==> src/rtl/cpred_pkg.sv <==
`timescale 1ns/1ps
// Package: shared counter type and the saturating step used by every lane.
// Assumes a 2-bit counter whose upper bit is the consumer guess.
package cpred_pkg;
    localparam int CTR_W = 2;
    typedef logic [CTR_W-1:0] ctr_t;
    localparam ctr_t CTR_INIT = ctr_t'(1);
    localparam ctr_t CTR_TOP  = '1;
    localparam ctr_t CTR_BOT  = '0;

    // Move a counter one step toward the observed outcome, clamped at both ends.
    function automatic ctr_t ctr_step(ctr_t c, logic seen);
        if (seen)
            return (c == CTR_TOP) ? c : c + ctr_t'(1);
        else
            return (c == CTR_BOT) ? c : c - ctr_t'(1);
    endfunction
endpackage

==> src/rtl/cpred_hist_table.sv <==
`timescale 1ns/1ps
// Module: per-entry presence history. Each entry holds one DEPTH-bit shift
// pattern per processor. The newest bit sits at bit 0 of the lane slice.
// Both the read ports are combinational. A write shifts in the observed
// sharer bits at the update entry on the clock edge.
// Assumes ENTRIES >= 2 and synchronous active-low reset.
module cpred_hist_table #(
    parameter int NPROC   = 4,
    parameter int DEPTH   = 2,
    parameter int ENTRIES = 8
) (
    input  logic                       clk,
    input  logic                       rst_n,
    input  logic [$clog2(ENTRIES)-1:0] rd_idx,
    output logic [NPROC*DEPTH-1:0]     rd_pat,
    input  logic                       up_en,
    input  logic [$clog2(ENTRIES)-1:0] up_idx,
    input  logic [NPROC-1:0]           up_bits,
    output logic [NPROC*DEPTH-1:0]     up_pat
);
    localparam int ROW_W = NPROC * DEPTH;

    logic [ROW_W-1:0] hist_q [ENTRIES];
    logic [ROW_W-1:0] next_row;

    assign rd_pat = hist_q[rd_idx];
    assign up_pat = hist_q[up_idx];

    // Build the shifted row lane by lane; DEPTH picks the shift form.
    for (genvar p = 0; p < NPROC; p++) begin : g_shift
        if (DEPTH == 1) begin : g_one
            assign next_row[p] = up_bits[p];
        end else begin : g_many
            assign next_row[p*DEPTH +: DEPTH] = {up_pat[p*DEPTH +: DEPTH-1], up_bits[p]};

            // older bits move up by one position
            assert_hist_age_R6: assert property (@(posedge clk) disable iff (!rst_n)
                up_en |=> hist_q[$past(up_idx)][p*DEPTH+1 +: DEPTH-1] == $past(up_pat[p*DEPTH +: DEPTH-1]));
        end

        // the observed bit lands at the newest position
        assert_hist_newest_R6: assert property (@(posedge clk) disable iff (!rst_n)
            up_en |=> hist_q[$past(up_idx)][p*DEPTH] == $past(up_bits[p]));
    end

    // Clear all patterns on reset, otherwise write the shifted row.
    always_ff @(posedge clk) begin
        if (!rst_n) begin
            for (int e = 0; e < ENTRIES; e++)
                hist_q[e] <= '0;
        end else if (up_en) begin
            hist_q[up_idx] <= next_row;
        end
    end
endmodule

==> src/rtl/cpred_ctr_lane.sv <==
`timescale 1ns/1ps
// Module: one processor's bank of 2^DEPTH saturating counters. The read
// pattern picks the counter whose upper bit is the guess. The update
// pattern picks the counter to train.
// Assumes the patterns come from this processor's own history only.
module cpred_ctr_lane
    import cpred_pkg::*;
#(
    parameter int DEPTH = 2
) (
    input  logic             clk,
    input  logic             rst_n,
    input  logic [DEPTH-1:0] rd_pat,
    output logic             rd_guess,
    input  logic             up_en,
    input  logic [DEPTH-1:0] up_pat,
    input  logic             up_seen
);
    localparam int SLOTS = 1 << DEPTH;

    ctr_t ctr_q [SLOTS];

    // Reset to weak-no, otherwise step the selected counter.
    always_ff @(posedge clk) begin
        if (!rst_n) begin
            for (int k = 0; k < SLOTS; k++)
                ctr_q[k] <= CTR_INIT;
        end else if (up_en) begin
            ctr_q[up_pat] <= ctr_step(ctr_q[up_pat], up_seen);
        end
    end

    // Guess is the upper counter bit.
    assign rd_guess = ctr_q[rd_pat][CTR_W-1];

    // a sharer below the top moves its counter up by one
    assert_ctr_up_R4: assert property (@(posedge clk) disable iff (!rst_n)
        (up_en && up_seen && ctr_q[up_pat] != CTR_TOP)
        |=> ctr_q[$past(up_pat)] == ctr_t'($past(ctr_q[up_pat]) + ctr_t'(1)));

    // a sharer at the top leaves the counter at the top
    assert_ctr_top_R4: assert property (@(posedge clk) disable iff (!rst_n)
        (up_en && up_seen && ctr_q[up_pat] == CTR_TOP) |=> ctr_q[$past(up_pat)] == CTR_TOP);

    // a non-sharer at the bottom leaves the counter at the bottom
    assert_ctr_bot_R5: assert property (@(posedge clk) disable iff (!rst_n)
        (up_en && !up_seen && ctr_q[up_pat] == CTR_BOT) |=> ctr_q[$past(up_pat)] == CTR_BOT);

    // counters not selected by the update pattern keep their value
    for (genvar k = 0; k < SLOTS; k++) begin : g_keep
        assert_ctr_keep_R10: assert property (@(posedge clk) disable iff (!rst_n)
            !(up_en && up_pat == DEPTH'(k)) |=> $stable(ctr_q[k]));
    end
endmodule

==> src/rtl/cons_predictor.sv <==
`timescale 1ns/1ps
// Module: top of the per-consumer two-level sharer predictor. The history
// table supplies one pattern per processor. Each lane turns its pattern into
// a guess. The guesses are registered once, so a prediction follows its
// lookup by one clock.
// Assumes ENTRIES >= 2 and synchronous active-low reset.
module cons_predictor #(
    parameter int NPROC   = 4,
    parameter int DEPTH   = 2,
    parameter int ENTRIES = 8
) (
    input  logic                       clk,
    input  logic                       rst_n,
    input  logic                       lookup_valid,
    input  logic [$clog2(ENTRIES)-1:0] lookup_idx,
    input  logic                       update_valid,
    input  logic [$clog2(ENTRIES)-1:0] update_idx,
    input  logic [NPROC-1:0]           update_sharers,
    output logic                       pred_valid,
    output logic [NPROC-1:0]           pred_consumers
);
    localparam int ROW_W = NPROC * DEPTH;

    logic [ROW_W-1:0] rd_row;
    logic [ROW_W-1:0] up_row;
    logic [NPROC-1:0] guess;

    cpred_hist_table #(
        .NPROC  (NPROC),
        .DEPTH  (DEPTH),
        .ENTRIES(ENTRIES)
    ) u_hist (
        .clk    (clk),
        .rst_n  (rst_n),
        .rd_idx (lookup_idx),
        .rd_pat (rd_row),
        .up_en  (update_valid),
        .up_idx (update_idx),
        .up_bits(update_sharers),
        .up_pat (up_row)
    );

    // One counter bank per processor, fed only by that processor's slice.
    for (genvar p = 0; p < NPROC; p++) begin : g_lane
        cpred_ctr_lane #(
            .DEPTH(DEPTH)
        ) u_lane (
            .clk     (clk),
            .rst_n   (rst_n),
            .rd_pat  (rd_row[p*DEPTH +: DEPTH]),
            .rd_guess(guess[p]),
            .up_en   (update_valid),
            .up_pat  (up_row[p*DEPTH +: DEPTH]),
            .up_seen (update_sharers[p])
        );
    end

    // Register the guesses on a lookup and mark them valid for one cycle.
    always_ff @(posedge clk) begin
        if (!rst_n) begin
            pred_valid     <= 1'b0;
            pred_consumers <= '0;
        end else begin
            pred_valid <= lookup_valid;
            if (lookup_valid)
                pred_consumers <= guess;
        end
    end

    // a lookup yields a valid prediction on the next cycle
    assert_look_valid_R2: assert property (@(posedge clk) disable iff (!rst_n)
        lookup_valid |=> pred_valid);

    // no lookup, no valid prediction
    assert_idle_invalid_R2: assert property (@(posedge clk) disable iff (!rst_n)
        !lookup_valid |=> !pred_valid);

    // the vector holds when no lookup is presented
    assert_idle_hold_R2: assert property (@(posedge clk) disable iff (!rst_n)
        !lookup_valid |=> $stable(pred_consumers));
endmodule

==> config.mk <==
export PLATFORM = sky130hd
export DESIGN_NAME = cons_predictor
export DESIGN_NICKNAME = d
export VERILOG_FILES = /design/src/rtl/cpred_pkg.sv /design/src/rtl/cpred_hist_table.sv /design/src/rtl/cpred_ctr_lane.sv /design/src/rtl/cons_predictor.sv
export SDC_FILE = /design/constraint.sdc
export NUM_CORES = 1
export LEC_CHECK = 0
export BUFFER_PORTS_ARGS = -buffer_cell sky130_fd_sc_hd__clkbuf_2
export CORE_MARGIN = 3
export CORE_UTILIZATION = 67
export DETAILED_ROUTE_END_ITERATION = 6
export MAX_ROUTING_LAYER = met4
export PLACE_DENSITY = 0.95
export SLEW_MARGIN = 20
export SYNTH_ARGS = -nofsm -noshare
export SYNTH_HDL_FRONTEND = slang
export SYNTH_SLANG_ARGS = --single-unit
==> constraint.sdc <==
create_clock -name clk -period 6.8 [get_ports clk]
set_input_delay 0.34 -clock clk [delete_from_list [all_inputs] [get_ports clk]]
set_output_delay 0.34 -clock clk [all_outputs]
set_load 0.01 [all_outputs]
; After elaboration in Yosys (flattened, before gate mapping)
; Memories as Yosys holds them, arrays and structs flattened. A register that Yosys moved wholly into a read port is not among the register bits.
; Cells that the tools add are included.
; W data, S select, Z words.
[word_totals]
word_cells = 70
reg_bits = 1
in_bits = 14
mem_count = 5
ramBits = 96
out_inout_bits = 5
[mem_list]
columns = memory, words, width, read_ports, rd_ports_with_merged_regs, write_ports, line_no
row1 = u_hist.hist_q, 8, 8, 2, 0, 8, cpred_hist_table.sv:23  ; logic [ROW_W-1:0] hist_q [ENTRIES];
row2 = g_lane[0].u_lane.ctr_q, 4, 2, 2, 1, 4, cpred_ctr_lane.sv:21  ; ctr_t ctr_q [SLOTS];
row3 = g_lane[1].u_lane.ctr_q, 4, 2, 2, 1, 4, cpred_ctr_lane.sv:21
row4 = g_lane[2].u_lane.ctr_q, 4, 2, 2, 1, 4, cpred_ctr_lane.sv:21
row5 = g_lane[3].u_lane.ctr_q, 4, 2, 2, 1, 4, cpred_ctr_lane.sv:21
[op_classes]
n_reduce_logical = 13
addsub = 8
eq_ne = 4
n_mux = 39
[ops]
columns = operator, count
row1 = $mux W2, 28
row2 = $mux W1, 9
row3 = $add A2 B1 Y2 const B, 4
row4 = $eq A2 B2 Y1 const B, 4
row5 = $logic_not A2 Y1, 4
row6 = $mux W8, 1
row7 = $reduce_or A2 Y1, 4
row8 = $reduce_or A8 Y1, 1
row9 = $sub A2 B1 Y2 const B, 4
row10 = $logic_not A1 Y1, 4
row11 = $mux W3, 1

; Depth between registers and ports, before layout
; Gate-level depths: netlist of the first run.
; An unclocked memory read counts as a cell.
[depth]
word_depth = 8
mapped_depth = 11
mapped_depth_nobuf = 7

; Modules after synthesis
; From an unflattened synthesis of the first run, not the netlist that was laid out.
[hier_totals]
cells_unflattened = 427
hier_area_um2 = 5659.2
[by_module_without_submodules]
columns = module, seq_area_each_um2, cells_per_inst, area_per_inst_um2, n_inst
row1 = cpred_hist_table, 1921.8, 276, 3698.5, 1
row2 = cpred_ctr_lane, 240.2, 34, 444.2, 4
row3 = cons_predictor, 100.1, 15, 183.9, 1

; Least setup slack after synthesis of the first run
; No wires, ideal clock.
[synth_timing]
path_type = input to register
from = input update_idx[0]
to = memory g_lane[0].u_lane.ctr_q[0][0] (netlist name) (data pin)
path_stages = 10
setup_time_ns = 0.275
path_slack_ns = 4.391
required_time_ns = 6.525
path_buffers = 3
t_arrival_ns = 2.134
path_cell_list = buf_6 > buf_2 > mux2i_1 > o22ai_1 > nor2_1 > buf_2 > mux2i_1 > mux2i_1 > o22ai_1 > nand3_1
[synth_lines]
columns = item, line_no
row1 = "start, declared", cons_predictor.sv:17  ; input logic [$clog2(ENTRIES)-1:0] update_idx,
row2 = "end, declared", cpred_ctr_lane.sv:21

==> run summary, run 1 <==
* **Post-route DRC** 0
* **drt via density** 7.208
* **CP Buf/Inv Count** 1
* **most used cells in the layout excluding fill and tap cells** edfxtp_1 (96), nor2_1 (71), nand2_1 (49)
* **TritonCTS clock tree** yes
* **sequential share of the synthesized area** 50.84%
* **per-instance average area after synthesis** 11.05 µm²
* **Final ANT Viol Nets** 0
* **number of synthesized register bits** 101
* **Max IR drop VDD** 0.1596 mV
* **row count** 33
* **post-detail-place hpwl** 9811 µm
* **final worst path period need** 3.140 ns
* **cell depth of the worst setup path** 8
* **crit path launch type** input pin
* **Post-CTS Setup Repair Bufs** 0
* **number of hold buffers added after CTS** 0
* **cell at the slowest stage of the critical path** nor2_1
* **Netlist Area Pre-Place** 5867 µm²
* **result of the run** finished clean
* **stage delay of the slowest cell on the critical path** 0.77 ns
* **FF-to-FF path depth** 7
* **worst setup slack before clock tree synthesis** 3.237 ns
* **number of warnings reported in the yosys synthesis log** 0
* **DR top layer** met4
* **Peak Freq** 0.3185 GHz
* **Final setup violation count** 0
* **number of DRC markers after the initial detailed-route iteration** 896
* **startpoint of the lowest-slack register-to-register path** u_hist.hist_q[1][1]
* **Worst Tran Pin Value** 1.048 ns
* **FFs w/ async S/R, synth** 0%
* **maximum number of pins on one net before global-route repair** 47
* **worst min-delay path category** input pin to flop
* **cell type with the highest occurrence count on the critical path** mux2i_1
* **gate count after technology mapping** 531
* **total length of routed met3 wires** 1808 µm
* **Core Box Area** 8341 µm²
* **Cell Pwr Density** 221.8 nW/µm²
* **Met2 Routed Length** 7487 µm
* **distinct cell type count of the synthesized netlist** 49
* **CTS clk-pin slew, worst paths** 0.10 ns
* **final global-route overflow total** 0
* **critical path arrival** 3.26 ns
* **number of optimization iterations in the first detailed-route pass** 6
* **end of the worst register-to-register path** g_lane[0].u_lane.ctr_q[0][0]
* **weighted congestion reported at the end of routability-driven placement** 0.8934
* **horizontal die dimension** 99.58 µm
* **Clock Tree Root** clkbuf_8
* **post-cts gate resize count** 0
* **via count of the first global-routing pass** 4486
* **Clock H-tree levels** 3
* **total wire length after detailed routing** 14610 µm
* **ports placed on the boundary** 19
* **Post-Route Utilization** 73.84%
* **post-route clock period utilization** 46.18%
* **die area** 9915 µm²
* **data required time of the worst path** 6.92 ns
* **number of flops mapped to enable cells by yosys** 96
* **Sinks on Clock Net** 101
* **Critical Path Sink** g_lane[0].u_lane.ctr_q[0][0]
* **worst slew margin relative to its limit** 30.16%
* **setup repair after global routing missed its margin** no
* **largest driver fanout on the critical path** 46
* **antenna violations before repair** 0
* **critical setup path kind** input pin to flop
* **final net count** 543
* **global-route wire length before repair** 23180 µm
* **MaxCap Viol Count** 0
* **Layout Skew** 0.009253 ns
* **Syn Nets** 545
* **leading cell type in the layout, fill and taps excluded** edfxtp_1
* **cells along the critical path** buf_2, mux2i_1, o22ai_1, nor2_1, mux2i_1, mux2i_1, o22ai_1, nand3_1
* **delay-heaviest family, CP** simple AND/OR/NAND/NOR gates
* **setup total negative slack** 0 ns
* **Final Worst Setup Slack** 3.660 ns
* **routed length on met1** 4849 µm
* **detailed-route via count** 4599
* **routed length per placed instance** 22.91 µm
* **leakage power** 0.002276 µW
* **Inserted Clock Buffers** 9
* **fraction of final layout cells with drive strength greater than 1** 12.57%
* **count of buffers from port buffering** 18
* **total count of max-transition violations in the final report** 0
* **maximum buffer depth of the clock tree** 2
* **global-route usage over all layers** 31.41%
* **effective utilization at floorplan** 70.34%
* **Filler Cell Count** 515
* **Main synth FF type** edfxtp_1
* **critical path endpoint category** flop
* **insertion delay to the later sink of the worst-skew pair** 0.38 ns
* **hold violation count in the final report** 0
* **worst setup path startpoint** update_idx[0]
* **chip height** 99.58 µm
* **Area Overhead vs Synth** 4.969%
* **ant diodes** 0
* **reg-to-reg slack, setup** 4.10 ns
synthesized netlist by cell type, types with 6 or more instances:
cell type / n / area, µm²
a211oi_1: 8 / 60.06
a21oi_1: 19 / 95.09
and2_1: 34 / 212.7
buf_2: 15 / 75.07
clkbuf_1: 15 / 56.30
edfxtp_1: 96 / 2883
mux2i_1: 48 / 480.5
mux4_2: 19 / 427.9
nand2_1: 49 / 183.9
nand2b_1: 8 / 50.05
nand3_1: 12 / 60.06
nand3b_1: 6 / 45.04
nand4_1: 7 / 43.79
nor2_1: 71 / 266.5
nor2b_1: 22 / 137.6
nor3_1: 11 / 55.05
o21ai_0: 21 / 105.1
logic make-up after synthesis:
group / count (synthesis) / share of synthesized area, %
buffers and inverters: 40 / 3.135
AOI/OAI and AO/OA: 81 / 9.405
muxes: 73 / 16.70
DFF: 101 / 50.84
and+or+nand+nor: 236 / 19.92
power by group:
group	switching (µW)	total (µW)	internal [µW]	leakage, µW
registers	27.8	747	720	0.000987
clock network	210	381	170	0.0000967
logic	148	238	89.5	0.00119
flip-flops by register name (all words and copies together), names as in the netlist:
register	count
u_hist.hist_q	64
pred_consumers	4
pred_valid	1
g_lane.u_lane.ctr_q	32
area by class of cell:
type,count,area (µm²),area share (%)
tap,105,131.4,2.133
clock inverter,5,61.31,0.9955
clock buffer,10,127.6,2.072
sequential,101,2983,48.44
multi-input combinational,390,2713,44.05
timing repair buffer,23,127.6,2.072
inverter,4,15.01,0.2438
worst min-delay path by stage:
| stage | startpoint | endpoint | slack (ns) | cells past startpoint |
|---|---|---|---|---|
| 2_1_floorplan | update_sharers[0] | u_hist.hist_q[0][0] | 0.54 | 1 |
| 3_5_place_dp | pred_consumers[1] | pred_consumers[1] | 0.51 | 2 |
| 3_3_place_gp | pred_consumers[0] | pred_consumers[0] | 0.50 | 2 |
| 4_1_cts | lookup_valid | pred_valid | 0.29 | 2 |
| 6_report | lookup_valid | pred_valid | 0.29 | 2 |
| 5_1_grt | lookup_valid | pred_valid | 0.30 | 2 |
per-layer routing:
| layer | track usage [%] | vias to the layer above |
|---|---|---|
| li1 | - | 1975 |
| met1 | 38.49 | 2160 |
| met2 | 52.27 | 389 |
| met3 | 5.680 | 75 |
| met4 | 11.97 | 0 |
| met5 | - | - |
per-stage QoR:
step	cell area (µm²)	std cells	total power (µW)	hold slack [ns]
2_1_floorplan	5867	531	925.1	0.5382
3_3_place_gp	5969	623	973.2	0.4969
3_5_place_dp	5969	623	989.6	0.5115
4_1_cts	6158	638	1355	0.2901
5_1_grt	6158	638	1403	0.3023
6_report	6158	638	1366	0.2929
Note: power is estimated with default switching activity, not from simulation.
==> run 2: changes to the inputs <==
--- a/config.mk
+++ b/config.mk
@@ -7,10 +7,10 @@
 export LEC_CHECK = 0
 export BUFFER_PORTS_ARGS = -buffer_cell sky130_fd_sc_hd__clkbuf_2
 export CORE_MARGIN = 3
-export CORE_UTILIZATION = 67
+export CORE_UTILIZATION = 57
 export DETAILED_ROUTE_END_ITERATION = 6
 export MAX_ROUTING_LAYER = met4
-export PLACE_DENSITY = 0.95
+export PLACE_DENSITY = 0.89
 export SLEW_MARGIN = 20
 export SYNTH_ARGS = -nofsm -noshare
 export SYNTH_HDL_FRONTEND = slang
==> constraint.sdc (replaced) <==
create_clock -name clk -period 2.8 [get_ports clk]
set_input_delay 0.14 -clock clk [delete_from_list [all_inputs] [get_ports clk]]
set_output_delay 0.14 -clock clk [all_outputs]
set_load 0.01 [all_outputs]
==> run summary, run 2 (synthesized netlist as in run 1, its figures left out) <==
* **placed standard-cell area** 6115 µm², was 5969 µm²
* **effective utilization at floorplan** 59.20%, was 70.34%
* **CP Buf/Inv Count** 0, was 1
* **TritonCTS clock tree** yes, unchanged
* **switching portion of total power** 28.18%, was 28.29%
* **Post-CTS Setup Repair Bufs** 0, unchanged
* **fraction of final layout cells with drive strength greater than 1** 14.63%, was 12.57%
* **critical setup path kind** flop to flop, was input pin to flop
* **Peak Freq** 0.3858 GHz
* **maximum buffer depth of the clock tree** 2, unchanged
* **cells along the critical path** mux2_4, a22o_1, a221o_1, mux2i_1, mux2i_1, a221o_1, nor4_1, was buf_2, mux2i_1, o22ai_1, nor2_1, mux2i_1, mux2i_1, o22ai_1, nand3_1
* **MaxCap Viol Count** 0, unchanged
* **ports placed on the boundary** 19, unchanged
* **die area** 11550 µm², was 9915 µm²
* **cell at the slowest stage of the critical path** a221o_1, was nor2_1
* **crit path launch type** flop, was input pin
* **largest registers** u_hist.hist_q (64), g_lane.u_lane.ctr_q (32), pred_consumers (4), unchanged
* **largest driver fanout on the critical path** 13, was 46
* **cell depth of the worst setup path** 7, was 8
* **hold violation count in the final report** 0, unchanged
* **worst setup path startpoint** u_hist.hist_q[7][5], was update_idx[0]
* **Final Total Pwr** 3339 µW, was 1366 µW
* **FF-to-FF path depth** 7, unchanged
* **Worst Tran Pin Value** 0.5664 ns, was 1.048 ns
* **Area Overhead vs Synth** 7.507%, was 4.969%
* **leakage power** 0.002332 µW, was 0.002276 µW
* **Max IR drop VDD** 0.3802 mV, was 0.1596 mV
* **number of hold buffers added after CTS** 0, unchanged
* **global-route wire length before repair** 22860 µm, was 23180 µm
* **post-detail-place hpwl** 10110 µm, was 9811 µm
* **final worst path period need** 2.592 ns
* **total wire length after detailed routing** 14360 µm, was 14610 µm
* **Cell Count Post-Placement** 664, was 623
* **ant diodes** 0, unchanged
* **hold wc startpoint** lookup_valid, unchanged
* **Internal** 2398 µW, was 979.5 µW
* **largest register by flop count** u_hist.hist_q, unchanged
* **global-route usage over all layers** 26.75%, was 31.41%
* **post-route standard cell area excluding fillers** 6307 µm², was 6158 µm²
* **delay-heaviest family, CP** compound AO/OA/AOI/OAI gates, was simple AND/OR/NAND/NOR gates
* **horizontal die dimension** 107.5 µm, was 99.58 µm
* **Post-route DRC** 0, unchanged
* **area occupied by multi-input gates** 2713 µm², unchanged
* **post-cts gate resize count** 0, unchanged
* **Clock Tree Root** clkbuf_8, unchanged
* **chip height** 107.5 µm, was 99.58 µm
* **Clock H-tree levels** 3, unchanged
* **clock share of power** 28.0%, was 27.9%
* **final net count** 556, was 543
* **drt via density** 6.656, was 7.208
* **most used cells in the layout excluding fill and tap cells** edfxtp_1 (96), nor2_1 (71), nand2_1 (49), unchanged
* **Cell Pwr Density** 529.4 nW/µm², was 221.8 nW/µm²
* **number of flip-flops in the largest register** 64, unchanged
* **Worst Hold Path Cells** 2, unchanged
* **Final Worst Setup Slack** 0.2082 ns, was 3.660 ns
* **antenna violations before repair** 0, unchanged
* **via count of the first global-routing pass** 4466, was 4486
* **startpoint of the lowest-slack register-to-register path** u_hist.hist_q[7][5], was u_hist.hist_q[1][1]
* **detailed-route via count** 4526, was 4599
* **final global-route overflow total** 0, unchanged
* **insertion delay to the later sink of the worst-skew pair** 0.38 ns, about the same
* **Reg area** 2983 µm², unchanged
* **power share of the sequential group** 54.3%, was 54.7%
* **Filler Cell Count** 733, was 515
* **Sinks on Clock Net** 101, unchanged
* **result of the run** finished clean, unchanged
* **routed length per placed instance** 21.12 µm, was 22.91 µm
* **worst setup slack before clock tree synthesis** 0.1819 ns, was 3.237 ns
* **setup repair after global routing missed its margin** no, unchanged
* **data required time of the worst path** 2.98 ns, was 6.92 ns
* **worst min-delay path category** input pin to flop, unchanged
* **worst slew margin relative to its limit** 62.15%, was 30.16%
* **critical path endpoint category** flop, unchanged
* **post-route clock period utilization** 92.56%
* **number of optimization iterations in the first detailed-route pass** 6, unchanged
* **row count** 36, was 33
* **weighted congestion reported at the end of routability-driven placement** 0.9450, was 0.8934
* **stage delay of the slowest cell on the critical path** 0.55 ns, was 0.77 ns
* **proportion of power drawn by combinational gates** 17.7%, was 17.4%
* **setup total negative slack** 0 ns, unchanged
* **leading cell type in the layout, fill and taps excluded** edfxtp_1, unchanged
* **Inserted Clock Buffers** 9, unchanged
* **Final ANT Viol Nets** 0, unchanged
* **sw power** 940.9 µW, was 386.4 µW
* **maximum number of pins on one net before global-route repair** 46, was 47
* **CTS clk-pin slew, worst paths** 0.10 ns, about the same
* **count of buffers from port buffering** 18, unchanged
* **Final setup violation count** 0, unchanged
* **total count of max-transition violations in the final report** 0, unchanged
* **Core Box Area** 9910 µm², was 8341 µm²
* **Layout Skew** 0.01046 ns, was 0.009253 ns
* **critical path arrival** 2.77 ns, was 3.26 ns
* **number of DRC markers after the initial detailed-route iteration** 651, was 896
* **final non-filler cell total** 680, was 638
[run 2: path summary, 6_finish.rpt]
check,end,slack (ns)
min,pred_valid,0.10
max reg2reg,g_lane[2].u_lane.ctr_q[2][1],0.21
min reg2reg,pred_consumers[0],0.52
max,g_lane[2].u_lane.ctr_q[2][1],0.21
[run 2: per-stage QoR]
stage	hold slack, ns	utilization, %
2_1_floorplan	0.3382	-
6_report	0.1006	63.65
3_5_place_dp	0.4900	61.70
5_1_grt	0.1104	63.65
4_1_cts	0.1024	63.65
3_3_place_gp	0.4757	61.70
[run 2: metal layers]
layer / vias up / track usage (%) / wire, µm / share of wire [%]
met2: 325 / 44.10 / 7183 / 50
met3: 52 / 5.099 / 1458 / 10
met4: 0 / 9.648 / 431 / 3.0
met1: 2156 / 33.32 / 5287 / 37
met5: - / - / 0 / 0
li1: 1993 / - / - / -
[run 2: worst reg2reg max path: stages, from the launching register on]
cell and delay (ns):
edfxtp_1 0.42, mux2_4 0.28, a22o_1 0.27, a221o_1 0.55, mux2i_1 0.24, mux2i_1 0.09
a221o_1 0.32, nor4_1 0.23
[run 2: area by class of cell]
class | instances | share of cell area, %
flip-flops and latches | 101 | 47.29
well taps | 133 | 2.638
multi-input cells | 390 | 43.01
clock inverters | 5 | 0.9720
inverters | 4 | 0.2380
repair buffers | 36 | 3.769
clock buffers | 11 | 2.083
[run 2: power by group through the flow]
stage | clock network (µW) | logic (µW) | registers (µW)
3_5_place_dp | 0 | 579 | 1840
4_1_cts | 931 | 581 | 1810
2_1_floorplan | 0 | 425 | 1820
6_report | 934 | 592 | 1810
3_3_place_gp | 0 | 554 | 1840
5_1_grt | 984 | 637 | 1820
==> run 3: changes to the inputs <==
--- a/config.mk
+++ b/config.mk
@@ -9,8 +9,8 @@
 export CORE_MARGIN = 3
 export CORE_UTILIZATION = 57
 export DETAILED_ROUTE_END_ITERATION = 6
-export MAX_ROUTING_LAYER = met4
-export PLACE_DENSITY = 0.89
+export GPL_TIMING_DRIVEN = 0
+export PLACE_DENSITY = 0.77
 export SLEW_MARGIN = 20
 export SYNTH_ARGS = -nofsm -noshare
 export SYNTH_HDL_FRONTEND = slang
==> run summary, run 3 (synthesized netlist as in run 1, its figures left out) <==
* **Post-route DRC** 0, unchanged
* **fraction of final layout cells with drive strength greater than 1** 12.88%, was 14.63%
* **insertion delay to the later sink of the worst-skew pair** 0.37 ns, was 0.38 ns
* **critical path arrival** 2.73 ns, was 2.77 ns
* **total wire length after detailed routing** 14200 µm, was 14360 µm
* **final net count** 568, was 556
* **maximum number of pins on one net before global-route repair** 18, was 46
* **Peak Freq** 0.3782 GHz, was 0.3858 GHz
* **global-route wire length before repair** 22310 µm, was 22860 µm
* **CTS clk-pin slew, worst paths** 0.10 ns, about the same
* **largest driver fanout on the critical path** 10, was 13
* **most used cells in the layout excluding fill and tap cells** edfxtp_1 (96), nor2_1 (71), nand2_1 (49), unchanged
* **critical setup path kind** flop to flop, unchanged
* **post-route clock period utilization** 94.42%, was 92.56%
* **hold violation count in the final report** 0, unchanged
* **Clock H-tree levels** 3, unchanged
* **weighted congestion reported at the end of routability-driven placement** 0.8915, was 0.9450
* **largest registers** u_hist.hist_q (64), g_lane.u_lane.ctr_q (32), pred_consumers (4), unchanged
* **Clock Tree Root** clkbuf_8, unchanged
* **Post-CTS Setup Repair Bufs** 0, unchanged
* **Final ANT Viol Nets** 0, unchanged
* **drt via density** 6.494, was 6.656
* **Worst Tran Pin Value** 0.7435 ns, was 0.5664 ns
* **horizontal die dimension** 107.5 µm, unchanged
* **setup repair after global routing missed its margin** no, unchanged
* **post-detail-place hpwl** 11010 µm, was 10110 µm
* **final worst path period need** 2.644 ns, was 2.592 ns
* **Core Box Area** 9910 µm², unchanged
* **post-cts gate resize count** 0, unchanged
* **largest register by flop count** u_hist.hist_q, unchanged
* **final global-route overflow total** 0, unchanged
* **ports placed on the boundary** 19, unchanged
* **critical path endpoint category** flop, unchanged
* **chip height** 107.5 µm, unchanged
* **count of buffers from port buffering** 12, was 18
* **number of flip-flops in the largest register** 64, unchanged
* **Cell Pwr Density** 516.2 nW/µm², was 529.4 nW/µm²
* **detailed-route via count** 4494, was 4526
* **TritonCTS clock tree** yes, unchanged
* **leakage power** 0.002288 µW, was 0.002332 µW
* **leading cell type in the layout, fill and taps excluded** edfxtp_1, unchanged
* **Max IR drop VDD** 0.2916 mV, was 0.3802 mV
* **routed length per placed instance** 20.51 µm, was 21.12 µm
* **Filler Cell Count** 811, was 733
* **effective utilization at floorplan** 59.20%, unchanged
* **MaxCap Viol Count** 0, unchanged
* **Final setup violation count** 0, unchanged
* **data required time of the worst path** 2.89 ns, was 2.98 ns
* **ant diodes** 0, unchanged
* **result of the run** finished clean, unchanged
* **number of DRC markers after the initial detailed-route iteration** 426, was 651
* **number of hold buffers added after CTS** 0, unchanged
* **total count of max-transition violations in the final report** 0, unchanged
* **crit path launch type** flop, unchanged
* **via count of the first global-routing pass** 4365, was 4466
* **antenna violations before repair** 0, unchanged
* **global-route usage over all layers** 25.88%, was 26.75%
* **Layout Skew** 0.008655 ns, was 0.01046 ns
* **setup total negative slack** 0 ns, unchanged
* **worst min-delay path category** input pin to flop, unchanged
* **Sinks on Clock Net** 101, unchanged
* **number of optimization iterations in the first detailed-route pass** 5, was 6
* **die area** 11550 µm², unchanged
* **placed standard-cell area** 6093 µm², was 6115 µm²
* **worst slew margin relative to its limit** 50.10%, was 62.15%
* **Area Overhead vs Synth** 6.824%, was 7.507%
* **row count** 36, unchanged
* **maximum buffer depth of the clock tree** 2, unchanged
* **Inserted Clock Buffers** 9, unchanged
* **post-route standard cell area excluding fillers** 6267 µm², was 6307 µm²
run 3: per-layer routing:
| metal | GRT usage, % | share of wire (%) | vias up |
|---|---|---|---|
| met1 | 32.83 | 39 | 2181 |
| met4 | 11.72 | 2.9 | 0 |
| met3 | 4.079 | 8.7 | 37 |
| met2 | 43.88 | 50 | 246 |
| met5 | 0 | 0 | - |
| li1 | - | - | 2030 |
run 3: power by group:
| group | internal [µW] | switching [µW] | total [µW] |
|---|---|---|---|
| logic | 224 | 360 | 585 |
| clock network | 322 | 514 | 837 |
| registers | 1750 | 66.1 | 1810 |
run 3: layout make-up:
class | count | area, µm² | area share (%)
flip-flops and latches | 101 | 2983 | 47.59
multi-input cells | 390 | 2700 | 43.08
plain buffers | 36 | 168.9 | 2.695
well taps | 133 | 166.4 | 2.655
clock buffers | 9 | 123.9 | 1.976
repair buffers | 12 | 60.06 | 0.9583
clock inverters | 7 | 50.05 | 0.7986
inverters | 4 | 15.01 | 0.2396
run 3: critical path, stage by stage, from the launching register on:
cell	delay [ns]
edfxtp_1	0.44
mux2i_1	0.18
o22ai_1	0.18
nor2_1	0.42
buf_2	0.33
mux2i_1	0.23
mux2i_1	0.09
o22ai_1	0.37
nand3_1	0.13
run 3: worst paths after layout:
path	start	end	slack, ns	depth (start not counted)
worst min register to register	pred_consumers[1]	pred_consumers[1]	0.53	2
worst min-delay path	lookup_valid	pred_valid	0.14	2
worst max-delay path	u_hist.hist_q[5][1]	g_lane[0].u_lane.ctr_q[0][0]	0.16	8
worst max register to register	u_hist.hist_q[5][1]	g_lane[0].u_lane.ctr_q[0][0]	0.16	8
run 3: per-stage QoR:
stage / worst slack (ns) / hold slack [ns] / util (%) / power (µW) / std cells
after floorplan: 0.5750 / 0.3382 / - / 2247 / 531
after global placement: 0.008764 / 0.4968 / 61.49 / 2395 / 676
after detailed placement: -0.04437 / 0.5103 / 61.49 / 2420 / 676
after CTS: 0.2227 / 0.1354 / 63.24 / 3235 / 692
after global routing: 0.07537 / 0.1499 / 63.24 / 3369 / 692
final: 0.1562 / 0.1402 / 63.24 / 3235 / 692
